==> config.mk <==
export PLATFORM = sky130hd
export DESIGN_NAME = lsb_bit_packer
export DESIGN_NICKNAME = d
export VERILOG_FILES = /design/src/rtl/lbp_pkg.sv /design/src/rtl/lbp_align.sv /design/src/rtl/lbp_store.sv /design/src/rtl/lbp_ctrl.sv /design/src/rtl/lsb_bit_packer.sv
export SDC_FILE = /design/constraint.sdc
export NUM_CORES = 1
export LEC_CHECK = 0
export BUFFER_PORTS_ARGS = -buffer_cell sky130_fd_sc_hd__buf_2
export CELL_PAD_IN_SITES_DETAIL_PLACEMENT = 1
export CELL_PAD_IN_SITES_GLOBAL_PLACEMENT = 2
export CORE_AREA = 2 2 77 79
export DETAILED_ROUTE_END_ITERATION = 10
export DIE_AREA = 0 0 79 81
export PLACE_DENSITY_LB_ADDON = 0.1
export SLEW_MARGIN = 20
export SYNTH_ARGS = -nofsm -noshare
export SYNTH_HDL_FRONTEND = slang
export SYNTH_SLANG_ARGS = --single-unit
==> constraint.sdc <==
create_clock -name clk -period 3.45 [get_ports clk]
set_input_delay 0.5175 -clock clk [delete_from_list [all_inputs] [get_ports clk]]
set_output_delay 0.5175 -clock clk [all_outputs]
set_load 0.03 [all_outputs]
==> src/rtl/lbp_pkg.sv <==
package lbp_pkg;
  typedef enum logic {
    FL_IDLE  = 1'b0,
    FL_DRAIN = 1'b1
  } flush_state_e;
endpackage

==> src/rtl/lbp_align.sv <==
// Extracts the contiguous masked run of an input word and moves it to bit 0.
module lbp_align #(
  parameter int IN_W  = 4,
  parameter int LEN_W = $clog2(IN_W + 1)
) (
  input  logic             clk,
  input  logic             rst_n,
  input  logic             in_valid,
  input  logic [IN_W-1:0]  in_data,
  input  logic [IN_W-1:0]  in_mask,
  output logic [IN_W-1:0]  aligned,
  output logic [LEN_W-1:0] run_len
);
  int  lo_pos;
  logic found;

  always_comb begin
    lo_pos  = 0;
    found   = 1'b0;
    run_len = '0;
    for (int i = 0; i < IN_W; i++) begin
      if (in_mask[i]) begin
        if (!found) lo_pos = i;
        found   = 1'b1;
        run_len = run_len + LEN_W'(1);
      end
    end
    aligned = (in_data & in_mask) >> lo_pos;
  end

  // the moved run occupies no bit at or above its length
  assert_run_fits_R2: assert property (@(posedge clk) disable iff (!rst_n)
    in_valid |-> ((aligned >> run_len) == '0));
endmodule

==> src/rtl/lbp_store.sv <==
// Holding register, bit count, output word and mask formation.
module lbp_store #(
  parameter int IN_W  = 4,
  parameter int OUT_W = 6,
  parameter int LEN_W = $clog2(IN_W + 1)
) (
  input  logic             clk,
  input  logic             rst_n,
  input  logic             acc,
  input  logic             flushing,
  input  logic             out_ready,
  input  logic [IN_W-1:0]  aligned,
  input  logic [LEN_W-1:0] run_len,
  output logic             out_valid,
  output logic [OUT_W-1:0] out_data,
  output logic [OUT_W-1:0] out_mask,
  output logic             room_ok,
  output logic             empty_next
);
  localparam int ST_W  = IN_W + OUT_W;
  localparam int CNT_W = $clog2(ST_W + 1);

  logic [ST_W-1:0]  store_q, store_base, store_next;
  logic [CNT_W-1:0] cnt_q, cnt_base, cnt_next, pop_n;
  logic             full, pop;

  always_comb begin
    full       = cnt_q >= CNT_W'(OUT_W);
    out_valid  = full || (flushing && cnt_q != '0);
    pop_n      = full ? CNT_W'(OUT_W) : cnt_q;
    pop        = out_valid && out_ready;
    cnt_base   = pop ? cnt_q - pop_n : cnt_q;
    store_base = pop ? store_q >> pop_n : store_q;
    cnt_next   = acc ? cnt_base + CNT_W'(run_len) : cnt_base;
    store_next = acc ? (store_base | (ST_W'(aligned) << cnt_base)) : store_base;
    empty_next = cnt_next == '0;
    out_data   = store_q[OUT_W-1:0];
    for (int i = 0; i < OUT_W; i++) out_mask[i] = full || (CNT_W'(i) < cnt_q);
  end

  generate
    if (IN_W <= OUT_W) begin : g_room_free
      assign room_ok = 1'b1;
    end else begin : g_room_chk
      assign room_ok = (full ? cnt_q - CNT_W'(OUT_W) : cnt_q) <= CNT_W'(OUT_W);
    end
  endgenerate

  always_ff @(posedge clk or negedge rst_n) begin
    if (!rst_n) begin
      store_q <= '0;
      cnt_q   <= '0;
    end else begin
      store_q <= store_next;
      cnt_q   <= cnt_next;
    end
  end

  assert_count_bound_R3: assert property (@(posedge clk) disable iff (!rst_n)
    cnt_q <= CNT_W'(ST_W));

  // storage above the held count stays clear
  assert_upper_clear_R2: assert property (@(posedge clk) disable iff (!rst_n)
    (store_q >> cnt_q) == '0);

  assert_stall_hold_R5: assert property (@(posedge clk) disable iff (!rst_n)
    out_valid && !out_ready |=> out_valid && $stable(out_data) && $stable(out_mask));
endmodule

==> src/rtl/lbp_ctrl.sv <==
// Flush sequencing and input-side ready.
module lbp_ctrl
  import lbp_pkg::*;
(
  input  logic clk,
  input  logic rst_n,
  input  logic flush_req,
  input  logic out_ready,
  input  logic room_ok,
  input  logic empty_next,
  output logic in_ready,
  output logic flushing,
  output logic flush_done
);
  flush_state_e state_q, state_d;
  logic         done_d;

  assign flushing = (state_q == FL_DRAIN);
  assign in_ready = out_ready && room_ok && !flush_req && !flushing;

  always_comb begin
    state_d = FL_IDLE;
    done_d  = 1'b0;
    if (flush_req || flushing) begin
      if (empty_next) done_d  = 1'b1;
      else            state_d = FL_DRAIN;
    end
  end

  always_ff @(posedge clk or negedge rst_n) begin
    if (!rst_n) begin
      state_q    <= FL_IDLE;
      flush_done <= 1'b0;
    end else begin
      state_q    <= state_d;
      flush_done <= done_d;
    end
  end

  assert_done_cause_R7: assert property (@(posedge clk) disable iff (!rst_n)
    flush_done |-> $past(flush_req || state_q == FL_DRAIN));
endmodule

==> src/rtl/lsb_bit_packer.sv <==
module lsb_bit_packer #(
  parameter int IN_W  = 4,
  parameter int OUT_W = 6
) (
  input  logic             clk,
  input  logic             rst_n,
  input  logic             in_valid,
  input  logic [IN_W-1:0]  in_data,
  input  logic [IN_W-1:0]  in_mask,
  output logic             in_ready,
  output logic             out_valid,
  output logic [OUT_W-1:0] out_data,
  output logic [OUT_W-1:0] out_mask,
  input  logic             out_ready,
  input  logic             flush_req,
  output logic             flush_done
);
  localparam int LEN_W = $clog2(IN_W + 1);

  logic [IN_W-1:0]  aligned;
  logic [LEN_W-1:0] run_len;
  logic             acc, flushing, room_ok, empty_next;

  assign acc = in_valid && in_ready;

  lbp_align #(.IN_W(IN_W), .LEN_W(LEN_W)) u_align (
    .clk(clk), .rst_n(rst_n), .in_valid(in_valid),
    .in_data(in_data), .in_mask(in_mask),
    .aligned(aligned), .run_len(run_len)
  );

  lbp_store #(.IN_W(IN_W), .OUT_W(OUT_W), .LEN_W(LEN_W)) u_store (
    .clk(clk), .rst_n(rst_n), .acc(acc), .flushing(flushing),
    .out_ready(out_ready), .aligned(aligned), .run_len(run_len),
    .out_valid(out_valid), .out_data(out_data), .out_mask(out_mask),
    .room_ok(room_ok), .empty_next(empty_next)
  );

  lbp_ctrl u_ctrl (
    .clk(clk), .rst_n(rst_n), .flush_req(flush_req), .out_ready(out_ready),
    .room_ok(room_ok), .empty_next(empty_next),
    .in_ready(in_ready), .flushing(flushing), .flush_done(flush_done)
  );

  assert_ready_gate_R3: assert property (@(posedge clk) disable iff (!rst_n)
    !out_ready |-> !in_ready);

  assert_full_mask_R4: assert property (@(posedge clk) disable iff (!rst_n)
    out_valid && !flushing |-> (&out_mask));

  assert_done_empty_R7: assert property (@(posedge clk) disable iff (!rst_n)
    flush_done |-> !out_valid);
endmodule

==> summary.md <==
| Metric | Value |
|---|---|
| Req. time, crit path | around 3.6 ns |
| Worst path slowest cell | dfrtp_1 |
| FILL cells | 720 |
| Synth warnings | 0 |
| Fin crit period | 2.92 ns |
| Initial antenna violation count | 0 |
| CTS buffer count | 3 |
| Vias per cell | around 5.3 |
| Initial Utilization | 29.3% |
| Core ar. | 5680 um^2 |
| Crit path launch type | register |
| Antenna Cells | 0 |
| Synth-to-layout area growth | 11.3% |
| Area leader, netlist | dfrtp_1 |
| First-pass GRT wire length | between 8000 and 9000 um |
| Maximum clock rate | ~340 MHz |
| Syn Area/Cell | 7.92 um^2 |
| Static leakage | 0.000820 uW |
| Input/output buffers | 27 |
| R2r startpoint | u_store.cnt_q[1] |
| Aggregate global-route resource usage | 16.5% |
| Min Hold Slack | 0.166 ns |
| Ys flop type | dfrtp_1 |
| Critical Path Max Stage Delay | 0.53 ns |
| Max cap viols | 0 |
| Via count | 1,577 |
| Detail Placement HPWL | ~4000 um |
| Status | complete, no violations |
| Worst Hold Class | in -> async |
| Worst-margin pin slew | roughly 0.85 ns |
| Sequential area share after synthesis | 24.1% |
| Final period util | 84.8% |
| Total Die Area | between 6000 and 7000 um^2 |
| Largest cells by area after synthesis | dfrtp_1, mux2i_1, nand2_1, ha_1, a21oi_1 |
| CP cell instances | nand2b_1 -> ha_1 -> inv_1 -> o21ai_4 -> inv_2 -> fa_1 -> xor2_1 -> xnor2_1 -> a21oi_1 -> o32a_1 |
| Postcts setup bufs | 0 |
| Crit. End Element | register |
| Most common cell after layout, fill and taps aside | buf_2 |
| Net count after synthesis | 231 |
| Arrival time worst endpoint | 3.06 ns |
| Total power | about 1500 uW |
| DP Area | 1800 um^2 |
| Post-route setup slack | roughly 0.53 ns |
| Detailed Routing Iterations Pass 1 | 4 |
| Post-synth ARST share | 100% |
| Worst Setup Path Type | reg -> reg |
| Final Hold Fails | 0 |
| Post-Syn Area | 1660 um^2 |
| Fin area | 1850 um^2 |
| Clock sinks | 16 |
| Worst-Skew Late Latency | 0.25 ns |
| Worst Setup SP | u_store.cnt_q[1] |
| Leading cell types in the layout, fill and taps excluded | buf_2, nand2_1, dfrtp_1, mux2i_1, nor2_1 |
| Setup WS pre-CTS | about 0.33 ns |
| Wire per inst | ~16 um |
| Slew Viols, Final | 0 |
| Routability cong. | 0.807 |
| Hold-fix buffers, CTS | 0 |
| Yosys reg bits | 16 |
| TNS Setup | 0 ns |
| Vias in the first global route | 1,680 |
| Layout cells sized above 1 | 19.7% |
| Top cell type's share of synthesized area | 24.1% |
| Unrepaired setup endpoints after global routing | false |
| DRC | 0 |
| Worst-path maximum fanout | 13 |
| Rel. slew slack | 43.0% |
| Clock Tree Root | clkbuf_8 |
| Remaining global-route overflow | 0 |
| Final nets | 245 |
| Largest net degree at the start of global routing | 19 |
| Final setup viols | 0 |
| CP top delay family | compound AO/OA/AOI/OAI gates |
| Yosys cell types | 51 |
| Post-Route WL | 4850 um |
| Final Skew | 0.00546 ns |
| Die height | between 80 and 90 um |
| Top Ports | 28 |
| Worst Path Buf+Inv | 2 |
| CTS tree | done |
| Initial DRC count | 73 |
| Max Buffers Root-to-Sink | 2 |
| Die Width | 79 um |
| Post-synthesis cell count | 210 |
| Final ANT Viol Nets | 0 |
| Cell area power density | just over 800 nW/um^2 |
| H-tree depth | 1 |
| Worst vdd ir | 0.270 mV |
| Worst-path clk slew | about 0.07 ns |
| Number of synthesized flops with an enable pin | 0 |
| CTS resizes | 0 |
| Num rows | 28 |
-- cell usage after synthesis (2+ instances only) --
| master | count |
|---|---|
| nand3_1 | 5 |
| xnor2_1 | 3 |
| a211oi_1 | 2 |
| buf_2 | 5 |
| ha_1 | 7 |
| o21ai_0 | 5 |
| dfrtp_1 | 16 |
| buf_1 | 2 |
| o211ai_1 | 3 |
| o31ai_1 | 3 |
| nand2_1 | 26 |
| a22oi_1 | 6 |
| buf_4 | 6 |
| clkbuf_1 | 6 |
| nand2b_1 | 2 |
| and2_1 | 2 |
| nand4_1 | 2 |
| nand3b_1 | 3 |
| inv_2 | 2 |
| a21oi_1 | 13 |
| a21oi_2 | 2 |
| o221ai_1 | 5 |
| xor2_1 | 4 |
| o21ai_1 | 5 |
| inv_1 | 9 |
| o311ai_1 | 2 |
| nor2_1 | 14 |
| mux2i_1 | 15 |
| nor3_1 | 9 |
| nor4_1 | 3 |
| o21a_1 | 2 |
| o22ai_1 | 2 |
-- final cells by class --
type	count	area, um^2	share of cell area [%]
Inverter	11	41.3	2.23
Clock buffer	4	55.1	2.97
Tap cell	75	93.8	5.07
Sequential cell	16	400	21.6
Multi-Input combinational cell	163	1110	60.0
Timing Repair Buffer	29	150	8.11
-- logic make-up after synthesis --
logic type	count (synthesis)	share of synthesized area, %
other cells	1	0.226
compound gates	59	26.0
xor+xnor	7	3.69
buf+inv	31	9.18
fa+ha+maj	8	6.47
mux	15	9.03
simple gates	73	21.3
flops	16	24.1
-- per-stage QoR --
stage,util (%),cells
after CTS,32.6,298
after global placement,31.6,294
after floorplan,-,210
after detailed placement,31.6,294
final,32.6,298
after global routing,32.6,298
-- path summary, 6_finish.rpt --
check	endpoint	slack, ns	cells after the start
min in group clk	u_ctrl.flushing	0.52	2
worst max register to register	u_ctrl.flushing	0.53	10
worst min register to register	u_store.store_q[5]	0.55	2
max in group asynchronous	u_store.store_q[1]	3.01	1
worst min-delay path	u_store.cnt_q[0]	0.17	1
worst max-delay path	u_ctrl.flushing	0.53	10
-- report_power, final --
part / internal (uW) / switching (uW) / total (uW)
sequential: 253 / 108 / 361
clock: 101 / 65.3 / 167
combinational: 346 / 658 / 1000
total: 700 / 831 / 1530
-- per-layer routing --
metal	vias up	track usage, %	part of all wire (%)
met5	-	0	0
met4	0	5.69	1.4
met3	5	1.00	1.8
met2	25	29.6	50
met1	763	21.0	47
li1	784	-	-
-- registers in the layout, indices dropped and copies added, names as in the netlist --
name / count
u_ctrl.flushing: 1
u_store.cnt_q: 4
u_ctrl.flush_done: 1
u_store.store_q: 10
No activity file was read; power rests on OpenSTA's default activity.
